File: config.mk
export PLATFORM = sky130hd
export DESIGN_NAME = sc_irq_ctrl
export DESIGN_NICKNAME = d
export VERILOG_FILES = /design/src/rtl/sc_irq_pkg.sv /design/src/rtl/sc_flag_bank.sv /design/src/rtl/sc_mode_guard.sv /design/src/rtl/sc_irq_out.sv /design/src/rtl/sc_irq_ctrl.sv
export SDC_FILE = /design/constraint.sdc
export NUM_CORES = 1
export LEC_CHECK = 0
export BUFFER_PORTS_ARGS = -buffer_cell sky130_fd_sc_hd__clkbuf_2
export CAP_MARGIN = 10
export CORE_MARGIN = 5
export CORE_UTILIZATION = 46
export CTS_CLUSTER_DIAMETER = 100
export CTS_CLUSTER_SIZE = 24
export DETAILED_ROUTE_END_ITERATION = 8
export HOLD_SLACK_MARGIN = 0.15
export PLACE_DENSITY = 0.82
export SYNTH_ARGS = -nofsm -noshare
export SYNTH_HDL_FRONTEND = slang
export SYNTH_HIERARCHICAL = 1
export SYNTH_SLANG_ARGS = --single-unit
File: constraint.sdc
create_clock -name clk_i -period 2.4 [get_ports clk_i]
set_input_delay 0.24 -clock clk_i [delete_from_list [all_inputs] [get_ports clk_i]]
set_output_delay 0.24 -clock clk_i [all_outputs]
set_load 0.05 [all_outputs]
File: src/rtl/sc_irq_pkg.sv
package sc_irq_pkg;
  localparam int NFLAG  = 6;
  localparam int F_TDRE = 0;
  localparam int F_TEND = 1;
  localparam int F_RDRF = 2;
  localparam int F_ORER = 3;
  localparam int F_PER  = 4;
  localparam int F_ERS  = 5;
  typedef logic [NFLAG-1:0] flag_vec_t;
  localparam flag_vec_t FLAG_RST = flag_vec_t'(6'b000011);
endpackage

File: src/rtl/sc_flag_bank.sv
module sc_flag_bank
  import sc_irq_pkg::*;
#(
  parameter int DW = 8
) (
  input  logic          clk_i,
  input  logic          rst_ni,
  input  logic          tx_end_ev_i,
  input  logic          rx_done_ev_i,
  input  logic          par_err_ev_i,
  input  logic          err_sig_ev_i,
  input  logic [DW-1:0] rx_data_i,
  input  flag_vec_t     clr_i,
  output flag_vec_t     flags_o,
  output logic [DW-1:0] rx_data_o
);
  flag_vec_t     flag_q, set_v;
  logic [DW-1:0] data_q;

  always_comb begin
    set_v         = '0;
    set_v[F_TDRE] = tx_end_ev_i;
    set_v[F_TEND] = tx_end_ev_i;
    set_v[F_RDRF] = rx_done_ev_i & ~flag_q[F_RDRF];
    set_v[F_ORER] = rx_done_ev_i &  flag_q[F_RDRF];
    set_v[F_PER]  = rx_done_ev_i & ~flag_q[F_RDRF] & par_err_ev_i;
    set_v[F_ERS]  = err_sig_ev_i;
  end

  for (genvar i = 0; i < NFLAG; i++) begin : g_flag
    always_ff @(posedge clk_i or negedge rst_ni) begin
      if (!rst_ni) flag_q[i] <= FLAG_RST[i];
      else         flag_q[i] <= set_v[i] | (flag_q[i] & ~clr_i[i]);
    end
  end

  always_ff @(posedge clk_i or negedge rst_ni) begin
    if (!rst_ni)             data_q <= '0;
    else if (set_v[F_RDRF])  data_q <= rx_data_i;
  end

  assign flags_o   = flag_q;
  assign rx_data_o = data_q;


  tx_end_sets_both_chk: assert property (@(posedge clk_i) disable iff (!rst_ni)
    tx_end_ev_i |=> (flags_o[F_TDRE] && flags_o[F_TEND]));

  overrun_keeps_data_chk: assert property (@(posedge clk_i) disable iff (!rst_ni)
    (rx_done_ev_i && flags_o[F_RDRF]) |=> (flags_o[F_ORER] && $stable(rx_data_o)));

  rx_store_chk: assert property (@(posedge clk_i) disable iff (!rst_ni)
    (rx_done_ev_i && !flags_o[F_RDRF]) |=> (rx_data_o == $past(rx_data_i) && flags_o[F_RDRF]));
endmodule

File: src/rtl/sc_mode_guard.sv
module sc_mode_guard (
  input  logic clk_i,
  input  logic rst_ni,
  input  logic te_wr_i,
  input  logic te_val_i,
  input  logic re_wr_i,
  input  logic re_val_i,
  input  logic tend_i,
  input  logic rx_fin_i,
  output logic te_o,
  output logic re_o
);
  logic te_q, re_q, rx_pend_q;
  logic te_on_req, re_on_req, te_ok, re_ok, rx_open;

  assign te_on_req = te_wr_i & te_val_i;
  assign re_on_req = re_wr_i & re_val_i;
  // reception counts as finished as soon as a completion flag is visible
  assign rx_open   = rx_pend_q & ~rx_fin_i;
  assign te_ok     = te_on_req & ~re_on_req & ~re_q & ~rx_open;
  assign re_ok     = re_on_req & ~te_on_req & ~te_q & ~re_q & tend_i;

  always_ff @(posedge clk_i or negedge rst_ni) begin
    if (!rst_ni) begin
      te_q      <= 1'b0;
      re_q      <= 1'b0;
      rx_pend_q <= 1'b0;
    end else begin
      if (te_wr_i) te_q <= te_val_i & (te_q | te_ok);
      if (re_wr_i) re_q <= re_val_i & (re_q | re_ok);
      if (re_ok)         rx_pend_q <= 1'b1;
      else if (rx_fin_i) rx_pend_q <= 1'b0;
    end
  end

  assign te_o = te_q;
  assign re_o = re_q;


  never_both_chk: assert property (@(posedge clk_i) disable iff (!rst_ni)
    !(te_o && re_o));

  re_needs_tend_chk: assert property (@(posedge clk_i) disable iff (!rst_ni)
    $rose(re_o) |-> ($past(tend_i) && !$past(te_o)));

  te_needs_rx_idle_chk: assert property (@(posedge clk_i) disable iff (!rst_ni)
    $rose(te_o) |-> !$past(re_o));
endmodule

File: src/rtl/sc_irq_out.sv
module sc_irq_out (
  input  logic clk_i,
  input  logic rst_ni,
  input  logic tend_i,
  input  logic rdrf_i,
  input  logic err_any_i,
  input  logic tie_i,
  input  logic rie_i,
  output logic txi_o,
  output logic rxi_o,
  output logic eri_o,
  output logic dma_tx_o,
  output logic dma_rx_o
);
  logic txi_d, rxi_d;

  assign txi_d = tend_i & tie_i;
  assign rxi_d = rdrf_i & rie_i;

  always_ff @(posedge clk_i or negedge rst_ni) begin
    if (!rst_ni) begin
      txi_o    <= 1'b0;
      rxi_o    <= 1'b0;
      eri_o    <= 1'b0;
      dma_tx_o <= 1'b0;
      dma_rx_o <= 1'b0;
    end else begin
      txi_o    <= txi_d;
      rxi_o    <= rxi_d;
      eri_o    <= err_any_i & rie_i;
      dma_tx_o <= txi_d & ~txi_o;
      dma_rx_o <= rxi_d & ~rxi_o;
    end
  end


  eri_gated_chk: assert property (@(posedge clk_i) disable iff (!rst_ni)
    eri_o |-> ($past(rie_i) && $past(err_any_i)));

  dma_tx_pulse_chk: assert property (@(posedge clk_i) disable iff (!rst_ni)
    dma_tx_o |=> !dma_tx_o);

  dma_rx_src_chk: assert property (@(posedge clk_i) disable iff (!rst_ni)
    dma_rx_o |-> ($past(rdrf_i) && $past(rie_i)));
endmodule

File: src/rtl/sc_irq_ctrl.sv
module sc_irq_ctrl
  import sc_irq_pkg::*;
#(
  parameter int DW = 8
) (
  input  logic          clk_i,
  input  logic          rst_ni,
  input  logic          tx_end_ev_i,
  input  logic          rx_done_ev_i,
  input  logic          par_err_ev_i,
  input  logic          err_sig_ev_i,
  input  logic [DW-1:0] rx_data_i,
  input  logic [5:0]    clr_i,
  input  logic          te_wr_i,
  input  logic          te_val_i,
  input  logic          re_wr_i,
  input  logic          re_val_i,
  input  logic          tie_i,
  input  logic          rie_i,
  output logic [5:0]    flags_o,
  output logic [DW-1:0] rx_data_o,
  output logic          te_o,
  output logic          re_o,
  output logic          txi_o,
  output logic          rxi_o,
  output logic          eri_o,
  output logic          dma_tx_o,
  output logic          dma_rx_o
);
  flag_vec_t flags;

  sc_flag_bank #(.DW(DW)) u_flags (
    .clk_i        (clk_i),
    .rst_ni       (rst_ni),
    .tx_end_ev_i  (tx_end_ev_i),
    .rx_done_ev_i (rx_done_ev_i),
    .par_err_ev_i (par_err_ev_i),
    .err_sig_ev_i (err_sig_ev_i),
    .rx_data_i    (rx_data_i),
    .clr_i        (flag_vec_t'(clr_i)),
    .flags_o      (flags),
    .rx_data_o    (rx_data_o)
  );

  sc_mode_guard u_guard (
    .clk_i    (clk_i),
    .rst_ni   (rst_ni),
    .te_wr_i  (te_wr_i),
    .te_val_i (te_val_i),
    .re_wr_i  (re_wr_i),
    .re_val_i (re_val_i),
    .tend_i   (flags[F_TEND]),
    .rx_fin_i (flags[F_RDRF] | flags[F_PER] | flags[F_ORER]),
    .te_o     (te_o),
    .re_o     (re_o)
  );

  sc_irq_out u_irq (
    .clk_i     (clk_i),
    .rst_ni    (rst_ni),
    .tend_i    (flags[F_TEND]),
    .rdrf_i    (flags[F_RDRF]),
    .err_any_i (flags[F_ORER] | flags[F_PER] | flags[F_ERS]),
    .tie_i     (tie_i),
    .rie_i     (rie_i),
    .txi_o     (txi_o),
    .rxi_o     (rxi_o),
    .eri_o     (eri_o),
    .dma_tx_o  (dma_tx_o),
    .dma_rx_o  (dma_rx_o)
  );

  assign flags_o = flags;
endmodule

==> key figures, run 1 <==
Clocking
  – Post-CTS setup buffers: 0
  – CTS sink cnt: 22
  – Clock root buffer: clkbuf_4
  – Clock Pin Slew Worst Setup and Hold Paths: between 0.1 and 0.15 ns
  – Clk_lat worst skew: ~0.29 ns
  – CTS tree: done
  – Htree depth: 1
  – CTS Buffer Depth: 2
  – CTS buffer count: 3

Power
  – Internal power component: 0.657 mW
  – Sequential Power Share: a little over two fifths
  – Psw: 0.428 mW
  – Leak pwr: between 0.6 and 0.7 nW
  – Clk pwr share: 17.8%
  – Comb power frac: 38.7%
  – Net switching fraction of the power: ~39%
  – VDD IR max: ~0.60 mV
  – Power Density: 857 nW/µm²

Final layout
  – ANT cells: 0
  – Layout cells sized above 1: 53.3%
  – Final Util: 71.1%
  – Flip-flop and latch area: 553 µm²
  – Multi-input gate area: 290 µm²
  – Layout Nets: 149
  – Fillers: 135
  – Post-route cell area: 1270 µm²
  – P&R area growth vs syn: 43.9%
  – Max FFs per register: 8

Global routing
  – Vias in the first global route: 760
  – Initial antenna violation count: 0
  – Grt ovf: 0
  – Total Routing Usage GR: 15.9%
  – Largest net degree at the start of global routing: 23
  – First-pass GRT wire length: 3.16 mm

Timing
  – Final setup skew: around 0.0034 ns
  – Final Critical Period: 1.44 ns
  – Actual slew at the worst max-slew pin: 0.599 ns
  – Max Transition Viols Final: 0
  – # setup viols final: 0
  – Tcrit/Tclk final: 60.1%
  – Hold_ws: 0.166 ns
  – RSZ-0062 raised after global routing: false
  – Hold Vio Cnt, Final: 0
  – Peak Freq: 693 MHz
  – Setup TNS: 0 ns
  – Rel. slew slack: 59.9%

Detailed routing
  – Pre-antenna DRT Iters: 4
  – # DRC: 0
  – Post-route ant nets: 0
  – Vias: 699
  – DR WL/cell: ~15 µm
  – Final WL: 2.19 mm
  – Initial DRC count: 6
  – Vias per cell: 4.76

Run
  – Max Cap Viol: 0

Yosys
  – Post-synth top cells: dfrtp_1 (20), mux2_4 (8), inv_1 (7)
  – Area leader, netlist: dfrtp_1
  – Synth Flop Type: dfrtp_1
  – Synthesized area: between 800 and 900 µm²
  – FFs w/ async S/R, synth: 100%
  – Sequential area share after synthesis: 62.8%
  – Top cell type's share of synthesized area: 56.8%
  – Yosys reg bits: 22
  – Top-count cell post-synth: dfrtp_1
  – Cells after Synth: 63
  – EDFF count, synth: 0
  – Yosys warnings: 6
  – Mean post-synth cell area: 14.0 µm²
  – Cell variety after synth: 21
  – Synth Net Count: 89
  – Synth top area cells: dfrtp_1 (57%), mux2_4 (14%), dfstp_2 (6.0%), inv_1 (3.0%), a21o_1 (2.6%)

Floorplanning
  – Ports: 47
  – FP Rows: 15
  – Horiz. Die Dim: 53.8 µm
  – Starting Density: 49.4%
  – Die Area: roughly 2900 µm²
  – Core area: 1780 µm²
  – Die Y: 53.8 µm

Setup path
  – Critical Path Sink Type: register
  – Crit path kind: register to register
  – CP max FO: 9
  – Crit path required time: 2.59 ns
  – Startpoint Class: register
  – Crit path DAT: ~1.6 ns

Worst hold path
  – Worst Hold Class: primary input to register

Placement
  – Placed inst area: around 1100 µm²
  – Port bufs: 46
  – DP HPWL: around 1.5 mm
  – GPL Wtd Cong: 0.819

Run status
  – Status: finished clean
-- per-stage QoR --
| step | total power, mW | setup WS (ns) | instances |
|---|---|---|---|
| after floorplan | 0.778 | 0.889 | 63 |
| after global routing | 1.14 | 0.883 | 147 |
| after detailed placement | 0.886 | 0.965 | 133 |
| after CTS | 1.09 | 0.956 | 144 |
| final | 1.09 | 0.958 | 147 |
| after global placement | 0.875 | 1.02 | 133 |
-- layout make-up --
cell class | count | share of cell area [%]
Clock buffer | 4 | 2.86
Inverter | 7 | 2.07
Multi-Input combinational cell | 33 | 22.9
Sequential cell | 22 | 43.6
Tap cell | 25 | 2.47
Timing Repair Buffer | 56 | 26.1
-- cell usage in the layout (no fill, tap or decap), drive strengths merged --
cell type | netlist | layout
o21ai | 2 | 2
a21o | 3 | 3
nand2 | 3 | 3
and3b | 2 | 2
inv | 7 | 7
nor2b | 2 | 2
dfstp | 2 | 2
a21oi | 3 | 3
a41oi | 1 | 1
dfrtp | 20 | 20
a22o | 1 | 1
or3 | 2 | 2
dlygate4sd3 | 0 | 10
clkbuf | 0 | 50
and2 | 3 | 3
nand4b | 1 | 1
nor2 | 1 | 1
mux2 | 8 | 8
nand2b | 1 | 1
-- power by group through the flow --
stage | logic [mW] | registers (mW) | clock network, mW
2_1_floorplan | 0.0962 | 0.681 | 0
3_3_place_gp | 0.400 | 0.475 | 0
3_5_place_dp | 0.408 | 0.478 | 0
4_1_cts | 0.417 | 0.472 | 0.202
5_1_grt | 0.437 | 0.480 | 0.220
6_report | 0.420 | 0.473 | 0.193
-- metal layers --
| metal | up-vias | share of wire, % | GRT usage (%) |
|---|---|---|---|
| met5 | - | 0 | 0 |
| met4 | 0 | 2.7 | 11.5 |
| met3 | 6 | 7.6 | 4.16 |
| met2 | 36 | 51 | 29.0 |
| met1 | 329 | 38 | 15.1 |
| li1 | 328 | - | - |
-- what timing repair did --
item / 4_1_cts / 5_1_grt
hold buffers: 7 / 3
endpoints found under the hold margin: 27 / 3
resized for setup: 0 / 0
-- path summary, 6_finish.rpt --
path                                               from                          endpoint  slack, ns  cells past startpoint
setup / recovery           u_flags/flags_o[2]$_DFF_PN0_  u_flags/rx_data_o[0]$_DFFE_PN0P_       0.96                      2
max in group asynchronous                        rst_ni      u_flags/flags_o[0]$_DFF_PN1_       1.61                      2
hold / removal                             rx_data_i[4]  u_flags/rx_data_o[4]$_DFFE_PN0P_       0.17                      2
setup reg to reg           u_flags/flags_o[2]$_DFF_PN0_  u_flags/rx_data_o[0]$_DFFE_PN0P_       0.96                      2
min in group asynchronous                        rst_ni  u_flags/rx_data_o[6]$_DFFE_PN0P_       0.43                      2
hold reg to reg            u_flags/flags_o[0]$_DFF_PN1_      u_flags/flags_o[0]$_DFF_PN1_       0.52                      1
-- cells by family (layout without fill, tap and decap cells) --
kind of cell           Yosys count  after routing  share of synthesized area, %
buffers and inverters            8             67                          4.26
muxes                            8              8                          13.6
DFF                             22             22                          62.8
AOI/OAI and AO/OA               10             10                          7.53
and+or+nand+nor                 15             15                          11.8
-- critical path, stage by stage (launching register included) --
cell,delay (ns)
dfrtp_1,0.47
nor2b_2,0.52
mux2_4,0.35
Note: power is estimated with default switching activity, not from simulation.
==> run 2: changes to the inputs <==
Settings changed: CORE_UTILIZATION 46 to 43, PLACE_DENSITY 0.82 to 0.77.
Clock period 2.4 ns to 1.4 ns, I/O delays scaled along.
==> key figures, run 2 (synthesis gave the netlist of run 1 again) <==
Detailed routing
  – Final WL: 2.14 mm (-2.2%)
  – Post-route ant nets: 0 (unchanged)
  – Vias per cell: 4.38 (-7.9%)
  – DR WL/cell: 12.7 µm (-14%)
  – Vias: 736 (+5.3%)
  – Pre-antenna DRT Iters: 3 (-1)
  – Initial DRC count: 12 (+6)
  – # DRC: 0 (unchanged)

Clocking
  – CTS buffer count: 3 (unchanged)
  – CTS Buffer Depth: 2 (unchanged)
  – CTS tree: done
  – Htree depth: 1 (unchanged)
  – CTS sink cnt: 22 (unchanged)
  – Clock root buffer: clkbuf_4
  – CTS resizes: 0 (unchanged)
  – Clock Pin Slew Worst Setup and Hold Paths: 0.11 ns (about the same)
  – Clk_lat worst skew: 0.30 ns (about the same)

Power
  – Psw: 0.735 mW (+72%)
  – VDD IR max: 0.814 mV (+37%)
  – Internal power component: 1.13 mW (+72%)
  – Net switching fraction of the power: 39.4% (-0.066 points)
  – Comb power frac: 41.5% (+2.8 points)
  – Clk pwr share: 15.2% (-2.6 points)
  – Power Density: 1290 nW/µm² (+51%)
  – Sequential Power Share: 43.3% (-0.2 points)
  – Total power: 1.87 mW (+72%)
  – Leak pwr: 0.767 nW (+10%)

Timing
  – Final setup skew: 0.00416 ns (+0.000811 ns)
  – # setup viols final: 0 (unchanged)
  – RSZ-0062 raised after global routing: false
  – Tcrit/Tclk final: 95.2% (+35 points)
  – Setup slack after layout: 0.0673 ns (-0.890 ns)
  – Final Critical Period: 1.33 ns (-0.110 ns)
  – Rel. slew slack: 65.4% (+5.5 points)
  – Hold_ws: 0.230 ns (+0.0638 ns)
  – Max Transition Viols Final: 0 (unchanged)
  – Hold Vio Cnt, Final: 0 (unchanged)
  – Actual slew at the worst max-slew pin: 0.519 ns (-0.0797 ns)
  – Peak Freq: 750 MHz (+8.2%)
  – Setup TNS: 0 ns (unchanged)

Final layout
  – Max FFs per register: 8 (unchanged)
  – Commonest non-fill, non-tap cells in the layout: clkbuf_2 (46), dlygate4sd3_1 (26), dfrtp_1 (17)
  – Layout cells sized above 1: 49.6% (-3.6 points)
  – Final Util: 73.7% (+2.6 points)
  – P&R area growth vs syn: 64.2%
  – Most common cell after layout, fill and taps aside: clkbuf_2
  – Non-filler instance count after layout: 168 (+14%)
  – Layout Nets: 168 (+13%)
  – Post-route cell area: 1450 µm² (+14%)
  – ANT cells: 0 (unchanged)
  – Fillers: 153 (+13%)

Setup path
  – Critical Path Sink Type: register
  – Buf/Inv on CP: 0 (unchanged)
  – Crit path DAT: 1.52 ns (-0.11 ns)
  – Reg2reg start: u_flags/flags_o[2]$_DFF_PN0_
  – Startpoint Class: register
  – Crit-path max cell delay: 0.47 ns (-0.05 ns)
  – Delay-heaviest family, CP: simple AND/OR/NAND/NOR gates
  – CP max stage cell: dfrtp_2
  – CP cell instances: or3_1 > nand2b_4 > a41oi_1 > a21oi_1
  – Launch point of the worst path: u_flags/flags_o[2]$_DFF_PN0_
  – Crit path kind: register to register
  – CP max FO: 7 (-2)
  – Crit path required time: 1.59 ns (-1.00 ns)

Placement
  – GPL Wtd Cong: 0.819 (about the same)
  – Placed inst area: 1140 µm² (+1.2%)
  – Dpl cells: 136 (+2.3%)
  – Worst slack at placement: 0.0759 ns (-0.889 ns)
  – DP HPWL: 1.45 mm (-5.5%)
  – Port bufs: 46 (unchanged)

Run
  – Max Cap Viol: 0 (unchanged)

Run status
  – Status: finished clean

Global routing
  – Largest net degree at the start of global routing: 23 (unchanged)
  – Total Routing Usage GR: 15.7% (-0.20 points)
  – First-pass GRT wire length: 3.77 mm (+19%)
  – Grt ovf: 0 (unchanged)
  – Initial antenna violation count: 0 (unchanged)
  – Vias in the first global route: 821 (+8.0%)

Floorplanning
  – Die Area: 3050 µm² (+5.7%)
  – Ports: 47 (unchanged)
  – FP Rows: 16 (+1)
  – Die Y: 55.3 µm (+2.8%)
  – Core area: 1960 µm² (+10%)
  – Horiz. Die Dim: 55.3 µm (+2.8%)
  – Starting Density: 44.9% (-4.5 points)

Worst hold path
  – Hold Startpoint: re_wr_i
  – Worst Hold Class: primary input to register
[run 2: cell count changes in the layout (fill, tap and decap cells not counted), sizes merged]
cell	previous run	this run
dlygate4sd3	10	26
buf	0	3
[run 2: area by class of cell]
type                    count  area, µm²  share of cell area (%)
multi-input cells          33        290                    20.1
well taps                  27       33.8                    2.34
clock buffers               4       26.3                    1.82
flip-flops and latches     22        557                    38.5
repair buffers             75        513                    35.5
inverters                   7       26.3                    1.82
[run 2: path summary, 6_finish.rpt]
path / end / slack (ns) / cells after the start
worst max-delay path: u_guard/te_o$_DFFE_PN0P_ / 0.07 / 4
worst min-delay path: u_guard/rx_pend_q$_DFFE_PN0P_ / 0.23 / 4
worst max register to register: u_guard/te_o$_DFFE_PN0P_ / 0.07 / 4
worst min register to register: u_guard/rx_pend_q$_DFFE_PN0P_ / 0.52 / 2
max in group asynchronous: u_flags/flags_o[4]$_DFF_PN0_ / 0.70 / 2
min in group asynchronous: u_guard/re_o$_DFFE_PN0P_ / 0.33 / 2
[run 2: tightest hold or removal path: stages]
cell and delay [ns]:
clkbuf_2 0.09, nand2_1 0.07, nand4b_1 0.13, nand2_1 0.06
[run 2: power groups by stage]
stage	Sequential, mW	Clock (mW)	Combinational [mW]
detailed placement	0.819	0	0.700
global placement	0.815	0	0.691
global route	0.824	0.324	0.813
CTS	0.810	0.295	0.764
finish	0.809	0.283	0.774
floorplan	1.17	0	0.165
[run 2: repair_timing]
item                                    4_1_cts  5_1_grt
endpoints found under the setup margin        0        1
setup buffers                                 0        2
hold buffers                                 26        0
endpoints found under the hold margin        42        0
[run 2: metal layers]
layer	vias up	wire length [µm]	GRT usage, %
li1	364	-	-
met1	336	801	17.2
met2	30	1140	26.5
met3	6	133	4.43
met4	0	67	9.72
met5	-	0	0
